==> src/rtl/lifo_pkg.sv <==
// Package: lifo_pkg
// Shared types for the register stack. The command enumeration names
// the four outcomes of one cycle's request pair after protection checks.
package lifo_pkg;

    typedef enum logic [1:0] {
        CMD_IDLE   = 2'b00,
        CMD_PUSH   = 2'b01,
        CMD_POP    = 2'b10,
        CMD_REJECT = 2'b11
    } lifo_cmd_e;

endpackage

==> src/rtl/lifo_cmd_decode.sv <==
// Module: lifo_cmd_decode
// Classifies the push/pop request pair against the current flags.
// It yields exactly one of idle, accepted push, accepted pop or refusal.
// Assumes the flags are registered values from the pointer controller.
module lifo_cmd_decode
    import lifo_pkg::*;
(
    input  logic push_i,
    input  logic pop_i,
    input  logic full_i,
    input  logic empty_i,
    output logic push_acc_o,
    output logic pop_acc_o,
    output logic reject_o
);

    lifo_cmd_e cmd;

    // Pick the outcome for this cycle's request pair
    always_comb begin
        unique case ({pop_i, push_i})
            2'b00:   cmd = CMD_IDLE;
            2'b01:   cmd = full_i  ? CMD_REJECT : CMD_PUSH;
            2'b10:   cmd = empty_i ? CMD_REJECT : CMD_POP;
            default: cmd = CMD_REJECT;
        endcase
    end

    // Fan the outcome out as one-hot strobes
    always_comb begin
        push_acc_o = (cmd == CMD_PUSH);
        pop_acc_o  = (cmd == CMD_POP);
        reject_o   = (cmd == CMD_REJECT);
    end

endmodule

==> src/rtl/lifo_ptr_ctrl.sv <==
// Module: lifo_ptr_ctrl
// Owns the stack pointer, the full/empty flags and the error pulse.
// A push pre-increments the pointer and presents the new value as the
// write address. A pop post-decrements it. The flags follow the wrapped
// pointer value. Assumes at most one of the three strobes is high per cycle.
module lifo_ptr_ctrl #(
    parameter int ADDR_W = 6
) (
    input  logic              clk,
    input  logic              rst_n,
    input  logic              push_acc_i,
    input  logic              pop_acc_i,
    input  logic              reject_i,
    output logic [ADDR_W-1:0] sp_o,
    output logic [ADDR_W-1:0] wr_addr_o,
    output logic              full_o,
    output logic              empty_o,
    output logic              err_o
);

    localparam logic [ADDR_W-1:0] ONE  = ADDR_W'(1);
    localparam logic [ADDR_W-1:0] ZERO = '0;

    logic [ADDR_W-1:0] sp_q;
    logic [ADDR_W-1:0] sp_inc;
    logic [ADDR_W-1:0] sp_dec;
    logic              full_q;
    logic              empty_q;
    logic              err_q;

    // Neighbouring pointer values, wrapping modulo the depth
    always_comb begin
        sp_inc = sp_q + ONE;
        sp_dec = sp_q - ONE;
    end

    // Pointer register: advance on push, retreat on pop
    always_ff @(posedge clk) begin
        if (!rst_n)          sp_q <= ZERO;
        else if (push_acc_i) sp_q <= sp_inc;
        else if (pop_acc_i)  sp_q <= sp_dec;
    end

    // Flags: judged on the wrapped pointer after the move
    always_ff @(posedge clk) begin
        if (!rst_n) begin
            full_q  <= 1'b0;
            empty_q <= 1'b1;
        end else if (push_acc_i) begin
            full_q  <= (sp_inc == ZERO);
            empty_q <= 1'b0;
        end else if (pop_acc_i) begin
            full_q  <= 1'b0;
            empty_q <= (sp_dec == ZERO);
        end
    end

    // Error pulse: one cycle after each refused request
    always_ff @(posedge clk) begin
        if (!rst_n) err_q <= 1'b0;
        else        err_q <= reject_i;
    end

    assign sp_o      = sp_q;
    assign wr_addr_o = sp_inc;
    assign full_o    = full_q;
    assign empty_o   = empty_q;
    assign err_o     = err_q;


    push_step_chk: assert property (@(posedge clk) disable iff (!rst_n)
        push_acc_i |=> (sp_o == $past(sp_o) + ONE) && !empty_o);


    full_rise_chk: assert property (@(posedge clk) disable iff (!rst_n)
        push_acc_i |=> (full_o == (sp_o == ZERO)));


    pop_step_chk: assert property (@(posedge clk) disable iff (!rst_n)
        pop_acc_i |=> (sp_o == $past(sp_o) - ONE) && !full_o
                      && (empty_o == (sp_o == ZERO)));


    reject_hold_chk: assert property (@(posedge clk) disable iff (!rst_n)
        reject_i |=> $stable(sp_o) && $stable(full_o) && $stable(empty_o) && err_o);


    err_quiet_chk: assert property (@(posedge clk) disable iff (!rst_n)
        !reject_i |=> !err_o);


    flags_excl_chk: assert property (@(posedge clk) disable iff (!rst_n)
        !(full_o && empty_o));

endmodule

==> src/rtl/lifo_slot_store.sv <==
// Module: lifo_slot_store
// Flip-flop storage of DEPTH words with one write port and one
// registered read port. A per-slot write enable is decoded from the
// write address. The read word and its valid strobe are registered, so
// they appear one cycle after the read request. Assumes write and read
// are never requested in the same cycle.
module lifo_slot_store #(
    parameter int DATA_W = 8,
    parameter int ADDR_W = 6
) (
    input  logic              clk,
    input  logic              rst_n,
    input  logic              wr_en_i,
    input  logic [ADDR_W-1:0] wr_addr_i,
    input  logic [DATA_W-1:0] wr_data_i,
    input  logic              rd_en_i,
    input  logic [ADDR_W-1:0] rd_addr_i,
    output logic [DATA_W-1:0] rd_data_o,
    output logic              rd_valid_o
);

    localparam int DEPTH = 1 << ADDR_W;

    logic [DATA_W-1:0] slot_q [DEPTH];
    logic [DEPTH-1:0]  slot_we;
    logic [DATA_W-1:0] rd_data_q;
    logic              rd_valid_q;

    // Per-slot write enables decoded from the address
    for (genvar i = 0; i < DEPTH; i++) begin : g_slot_we
        assign slot_we[i] = wr_en_i && (wr_addr_i == ADDR_W'(i));
    end

    // Storage: each slot loads when its enable is high
    always_ff @(posedge clk) begin
        for (int i = 0; i < DEPTH; i++) begin
            if (!rst_n)          slot_q[i] <= '0;
            else if (slot_we[i]) slot_q[i] <= wr_data_i;
        end
    end

    // Registered read word, held between reads
    always_ff @(posedge clk) begin
        if (!rst_n)       rd_data_q <= '0;
        else if (rd_en_i) rd_data_q <= slot_q[rd_addr_i];
    end

    // Read strobe, one cycle after the request
    always_ff @(posedge clk) begin
        if (!rst_n) rd_valid_q <= 1'b0;
        else        rd_valid_q <= rd_en_i;
    end

    assign rd_data_o  = rd_data_q;
    assign rd_valid_o = rd_valid_q;


    port_excl_chk: assert property (@(posedge clk) disable iff (!rst_n)
        !(wr_en_i && rd_en_i));


    rd_valid_src_chk: assert property (@(posedge clk) disable iff (!rst_n)
        rd_en_i |=> rd_valid_o);


    rd_valid_only_chk: assert property (@(posedge clk) disable iff (!rst_n)
        !rd_en_i |=> !rd_valid_o);

endmodule

==> src/rtl/lifo_regstack.sv <==
// Module: lifo_regstack
// Register stack top level. It ties together the request decoder, the
// pointer and flag controller, and the flip-flop storage. The write
// address is the pre-incremented pointer; the read address is the
// current pointer. Assumes push_data_i is valid whenever push_i is high.
module lifo_regstack #(
    parameter int DATA_W = 8,
    parameter int ADDR_W = 6
) (
    input  logic              clk,
    input  logic              rst_n,
    input  logic              push_i,
    input  logic              pop_i,
    input  logic [DATA_W-1:0] push_data_i,
    output logic [DATA_W-1:0] pop_data_o,
    output logic              pop_valid_o,
    output logic [ADDR_W-1:0] sp_o,
    output logic              full_o,
    output logic              empty_o,
    output logic              err_o
);

    logic              push_acc;
    logic              pop_acc;
    logic              reject;
    logic [ADDR_W-1:0] wr_addr;
    logic [ADDR_W-1:0] sp;
    logic              full;
    logic              empty;

    lifo_cmd_decode u_decode (
        .push_i     (push_i),
        .pop_i      (pop_i),
        .full_i     (full),
        .empty_i    (empty),
        .push_acc_o (push_acc),
        .pop_acc_o  (pop_acc),
        .reject_o   (reject)
    );

    lifo_ptr_ctrl #(.ADDR_W(ADDR_W)) u_ptr (
        .clk        (clk),
        .rst_n      (rst_n),
        .push_acc_i (push_acc),
        .pop_acc_i  (pop_acc),
        .reject_i   (reject),
        .sp_o       (sp),
        .wr_addr_o  (wr_addr),
        .full_o     (full),
        .empty_o    (empty),
        .err_o      (err_o)
    );

    lifo_slot_store #(.DATA_W(DATA_W), .ADDR_W(ADDR_W)) u_store (
        .clk        (clk),
        .rst_n      (rst_n),
        .wr_en_i    (push_acc),
        .wr_addr_i  (wr_addr),
        .wr_data_i  (push_data_i),
        .rd_en_i    (pop_acc),
        .rd_addr_i  (sp),
        .rd_data_o  (pop_data_o),
        .rd_valid_o (pop_valid_o)
    );

    assign sp_o    = sp;
    assign full_o  = full;
    assign empty_o = empty;


    dual_req_chk: assert property (@(posedge clk) disable iff (!rst_n)
        (push_i && pop_i) |=> err_o && !pop_valid_o && $stable(sp_o));


    empty_pop_chk: assert property (@(posedge clk) disable iff (!rst_n)
        (pop_i && !push_i && empty_o) |=> err_o && !pop_valid_o && empty_o);

endmodule

==> config.mk <==
export PLATFORM = sky130hd
export DESIGN_NAME = lifo_regstack
export DESIGN_NICKNAME = d
export VERILOG_FILES = /design/src/rtl/lifo_pkg.sv /design/src/rtl/lifo_cmd_decode.sv /design/src/rtl/lifo_ptr_ctrl.sv /design/src/rtl/lifo_slot_store.sv /design/src/rtl/lifo_regstack.sv
export SDC_FILE = /design/constraint.sdc
export NUM_CORES = 1
export LEC_CHECK = 0
export ABC_AREA = 1
export CAP_MARGIN = 20
export CORE_UTILIZATION = 64
export CTS_BUF_LIST = sky130_fd_sc_hd__clkbuf_16
export DETAILED_ROUTE_END_ITERATION = 12
export DONT_BUFFER_PORTS = 1
export HOLD_SLACK_MARGIN = 0.15
export PLACE_DENSITY = 0.83
export SLEW_MARGIN = 10
export SYNTH_ARGS = -nofsm -noshare
export SYNTH_HDL_FRONTEND = slang
export SYNTH_SLANG_ARGS = --single-unit
==> constraint.sdc <==
create_clock -name clk -period 3.25 [get_ports clk]
set_input_delay 0.325 -clock clk [delete_from_list [all_inputs] [get_ports clk]]
set_output_delay 0.325 -clock clk [all_outputs]
set_load 0.01 [all_outputs]
Word-level counts from Yosys, hierarchy flattened
Memories as Yosys holds them, arrays and structs flattened. A register that Yosys moved wholly into a read port is not among the register bits.
Cells that the tools add are included.
W data, S select, Z words.
{ "classes": {"n_shift": 0, "n_mul": 0, "n_bitwise": 64, "n_eq_ne": 68, "n_mux": 266, "n_reduce_logical": 69, "add_sub_neg": 2, "order_cmp": 0, "n_div": 0} }
{ "ops": {"columns": ["operator", "n"], "rows": [
  ["$mux W8", 64],
  ["$mux W1", 198],
  ["$eq A6 B6 Y1 const B", 32],
  ["$eq A6 B5 Y1 const B", 16],
  ["$logic_and A1 B1 Y1", 64],
  ["$or A1 B1 Y1", 64],
  ["$eq A6 B4 Y1 const B", 8],
  ["$eq A6 B3 Y1 const B", 4],
  ["$eq A6 B2 Y1 const B", 2],
  ["$logic_not A6 Y1", 2],
  ["$mux W6", 2],
  ["$add A6 B1 Y6 const B", 1],
  ["$eq A2 B2 Y1 const B", 3],
  ["$eq A6 B1 Y1 const B", 1],
  ["$pmux W2 S3", 1],
  ["$sub A6 B1 Y6 const B", 1],
  ["$eq A2 B1 Y1 const B", 2],
  ["$logic_not A2 Y1", 1],
  ["$mux W2", 1],
  ["$reduce_bool A2 Y1", 1],
  ["$logic_not A1 Y1", 1]
]} }
{ "totals": {"wordCells": 475, "memories": 1, "mem_bits_rw": 512, "latchBits": 0, "rom_bits": 0, "input_bits": 12, "regBits": 10} }
{ "memory_table": {"columns": ["memory", "depth", "width", "read_ports", "rd_ports_with_merged_regs", "write_ports", "line_no", "text"], "rows": [
  ["u_store.slot_q", 64, 8, 1, 1, 64, "lifo_slot_store.sv:24", "logic [DATA_W-1:0] slot_q [DEPTH];"]
]} }

Longest topological paths before layout
{ "depth": {"depth_word": 8, "ltp_mapped": 13, "ltp_nobuf": 11} }

Modules after synthesis
From an unflattened synthesis, not the netlist that was laid out.
{ "hier_totals": {"hier_cells": 2645, "area_unflattened_um2": 24906.4} }
{ "modules_own_cells": {"columns": ["module", "area_each_um2", "cells_each", "n_inst"], "rows": [
  ["lifo_slot_store", 24230.7, 2535, 1],
  ["lifo_ptr_ctrl", 635.6, 100, 1],
  ["lifo_cmd_decode", 40.0, 10, 1]
]} }

Worst setup path after synthesis
Ideal clock, no wire load.
{ "synth_timing": {"path_type": "register -> register", "from": "register u_ptr.sp_q[0], in the netlist u_ptr.sp_o[0]", "to": "memory u_store.slot_q[43][0] (enable)", "path_stages_with_launch": 9, "required_time_ps": 2866, "slack_ps": 287, "arrival_time_ps": 2579, "setup_ps": 384, "path_cell_list": "dfxtp_1 -> inv_2 -> buf_2 -> buf_1 -> ha_1 -> nand2_1 -> nor2_4 -> inv_1 -> o21ai_0"} }
{ "synth_rtl": {"columns": ["item", "line_no", "text"], "rows": [
  ["start, declared", "lifo_ptr_ctrl.sv:24", "logic [ADDR_W-1:0] sp_q;"],
  ["start signal, assigned", "lifo_ptr_ctrl.sv:40", "else if (push_acc_i) sp_q <= sp_inc;"],
  ["start signal, assigned", "lifo_ptr_ctrl.sv:41", "else if (pop_acc_i) sp_q <= sp_dec;"],
  ["end, declared", "lifo_slot_store.sv:24", null]
]} }

==> run_results.csv <==
group,metric,value,unit
yosys,synth_area,0.0265,mm2
worst_setup_path,crit_required,3.56,ns
layout,diodes,0,
power_and_ir_drop,switchingPower,5.13,mW
layout,syn2layout_area_growth,8.92,%
die,dieHeight,206,um
grt,antenna_found_initial,0,
layout,num-nets-final,2845,
yosys,syn_avg_cell_area,9.29,um2
die,rows,74,
power_and_ir_drop,cellPowerDensity,590,mW/mm2
yosys,yosys-top-cells-area,"edfxtp_1 58%, nand3_1 7.8%, nor2_1 7.7%",
routing,drt_wl_total,71.5,mm
yosys,synth_top_area_share,57.9,%
sta,fin_crit_sh,88.0,%
sta,worst_pin_slew,1.20,ns
power_and_ir_drop,p_clk_share,34.4,%
power_and_ir_drop,p_leak,12.1,nW
grt,track_usage,34.6,%
layout,multiInputGateArea,0.00869,mm2
worst_setup_path,crit_arrival,3.17,ns
sta,whs,0.164,ns
worst_setup_path,worstReg2RegEnd,"u_store.slot_q[61][4]",
clock_tree,clk_pin_slew_worst_paths,0.07,ns
clock_tree,cts_root_buf,"clkbuf_16",
routing,via_per_inst,6.04,
yosys,synth_cell_types,35,
routing,drt_first_pass_iters,7,
layout,drive_gt1_share,12.9,%
worst_setup_path,r2r-start,"u_ptr.sp_o[1]",
yosys,synth_edf_count,512,
sta,final-hold-violation-count,0,
sta,rsz0062_at_grt,"false",
die,initial_utilization,65.0,%
worst_setup_path,path_max_fanout,23,
sta,max_freq,349,MHz
yosys,synthArstFlopShare,0,%
die,num_io_pins,30,
worst_setup_path,reg2reg_setup_slack,0.39,ns
clock_tree,htreeDepth,2,
sta,final.setup.worst_slack,0.388,ns
sta,fin_skew,0.0146,ns
worst_setup_path,cp-endpoint,"u_store.slot_q[61][4]",
placed_design,pre_cts_ws,0.540,ns
worst_setup_path,startpoint,"u_ptr.sp_o[1]",
power_and_ir_drop,pwr-share-seq,46.4,%
placed_design,dp_hpwl,44.0,mm
sta,relSlewSlack,19.6,%
clock_tree,numCtsBuffers,54,
yosys,yosys_warnings,0,
grt,grt_max_degree,162,
worst_setup_path,worstSetupStartpointType,"register",
clock_tree,cts_buffer_depth,3,
clock_tree,numClockSinks,530,
clock_tree,cts_resized,0,
die,core_area,0.0408,mm2
routing,drt_iter0_markers,3011,
die,die-width,206,um
worst_setup_path,end_kind,"register",
routing,ant_nets,0,
routing,dr_total_vias,20500,
power_and_ir_drop,combPwrFrac,19.1,%
yosys,synth_seq_cells,530,
grt,overflow,0,
placed_design,gp_congestion,1.03,
clock_tree,cts_tree,"yes",
grt,grt_pass1_vias,19800,
routing,drcViolationCount,0,
flow_run,timing.max_cap.violations,0,
yosys,synth_nets,2879,
worst_setup_path,rr_worst_depth,9,
power_and_ir_drop,worst_ir_drop_vdd,0.418,mV
yosys,ys.flop_type,"edfxtp_1",
worst_setup_path,critPathKind,"reg2reg",
yosys,postSynthCellCount,2858,
power_and_ir_drop,p_int,11.9,mW
outcome,status,"complete, no violations",
routing,wl_per_cell,21.0,um
sta,setup_viol,0,
layout,seq_area,0.0157,mm2
sta,slew_violations,0,
worst_hold_path,hold_class,"in2reg",
power_and_ir_drop,sw_frac_of_total,30.1,%
layout,fill_cells,2873,
yosys,synth_common_cells,"545 x nor2_1, 531 x nand2_1, 512 x edfxtp_1, 414 x nand3_1, 319 x inv_1",
die,dieArea,0.0423,mm2
yosys,synth_most_common_cell,"nor2_1",
clock_tree,clk_latency,0.60,ns
yosys,ys_seq_area_share,59.3,%
sta,period_needed,2.86,ns
clock_tree,ctsHoldBuffers,5,
sta,finalSetupTns,0,ns
grt,grt_pass1_wl,109,mm
yosys,synth_area_leader_cell,"edfxtp_1",
clock_tree,cts_setup_buffers,0,
placed_design,port_buffers,0,
cell type report:
class                           count  area share, %
Sequential cell                   530           54.5
Clock buffer                       55           4.76
Timing Repair Buffer               96           2.96
Inverter                          346           4.53
Tap cell                          532           2.30
Multi-Input combinational cell   1796           30.0
Clock inverter                     45          0.935
flip-flops by register name (all words and copies together), names as in the netlist:
name and flops:
u_ptr.full_o 1, u_store.rd_data_o 8, u_ptr.sp_o 6, u_ptr.err_o 1
u_store.rd_valid_o 1, u_store.slot_q 512, u_ptr.empty_o 1
power by group through the flow:
stage / logic, mW / clock network, mW / registers [mW]
2_1_floorplan: 2.21 / 0 / 7.99
3_3_place_gp: 3.00 / 0 / 8.04
3_5_place_dp: 3.07 / 0 / 8.06
4_1_cts: 3.15 / 5.88 / 7.91
5_1_grt: 3.47 / 6.13 / 7.94
6_report: 3.26 / 5.87 / 7.92
worst max-delay path: stages, from the launching register on:
cell and delay (ns):
dfxtp_4 0.55, ha_1 0.27, xor2_1 0.31, inv_2 0.10
nor2_1 0.15, inv_2 0.11, nor2_4 0.34, inv_1 0.23
o21ai_0 0.28, buf_4 0.22
cells in the final DEF (no fill, tap or decap), types with 2 or more instances in the layout:
cell | netlist | layout
edfxtp_1 | 512 | 512
o221ai_1 | 3 | 3
ha_1 | 9 | 9
nor2_4 | 10 | 10
inv_6 | 0 | 3
clkinv_1 | 3 | 19
nand3_1 | 414 | 414
inv_2 | 23 | 22
dfxtp_1 | 18 | 15
xor2_1 | 4 | 4
o21ai_1 | 7 | 7
inv_1 | 319 | 332
nand2_2 | 3 | 3
o211ai_1 | 34 | 34
bufinv_16 | 0 | 3
nor2_8 | 7 | 7
buf_12 | 1 | 7
nor2_2 | 25 | 25
clkinv_2 | 0 | 10
inv_4 | 1 | 2
nand3_4 | 33 | 33
dlygate4sd3_1 | 0 | 3
nand2_1 | 531 | 531
nor2_1 | 545 | 545
o21ai_0 | 61 | 61
clkbuf_16 | 0 | 55
or2_2 | 70 | 70
dfxtp_4 | 0 | 2
a21oi_1 | 6 | 6
nand3_2 | 29 | 29
buf_4 | 8 | 84
buf_16 | 0 | 2
cells by family after synthesis:
kind of cell	synth area share, %
flops	59.3
fa+ha+maj	0.424
buf+inv	7.98
simple gates	29.6
xor+xnor	0.193
compound gates	2.48
layer usage:
metal / vias up / GRT usage, % / wire length (um)
met2: 1442 / 54.4 / 32500
met4: 0 / 19.4 / 4100
met1: 9612 / 44.1 / 25500
met3: 279 / 8.50 / 9380
met5: - / 0 / 0
li1: 9215 / - / -
how the worst min path moves through the flow:
stage,start,end,cells after the start
3_5_place_dp,rst_n,u_ptr.err_o,2
2_1_floorplan,u_ptr.empty_o,u_ptr.empty_o,2
3_3_place_gp,rst_n,u_store.rd_valid_o,2
5_1_grt,rst_n,u_store.slot_q[0][1],1
6_report,rst_n,u_store.rd_valid_o,3
4_1_cts,rst_n,u_store.slot_q[20][1],2
stage by stage:
stage / cells / total power [mW] / area, um2 / util (%)
after floorplan: 2858 / 10.2 / 26500 / -
after global placement: 3295 / 11.0 / 27200 / 66.6
after detailed placement: 3295 / 11.1 / 27200 / 66.6
after CTS: 3400 / 16.9 / 28900 / 70.8
after global routing: 3400 / 17.5 / 28900 / 70.8
final: 3400 / 17.1 / 28900 / 70.8
No activity file was read; power rests on OpenSTA's default activity.
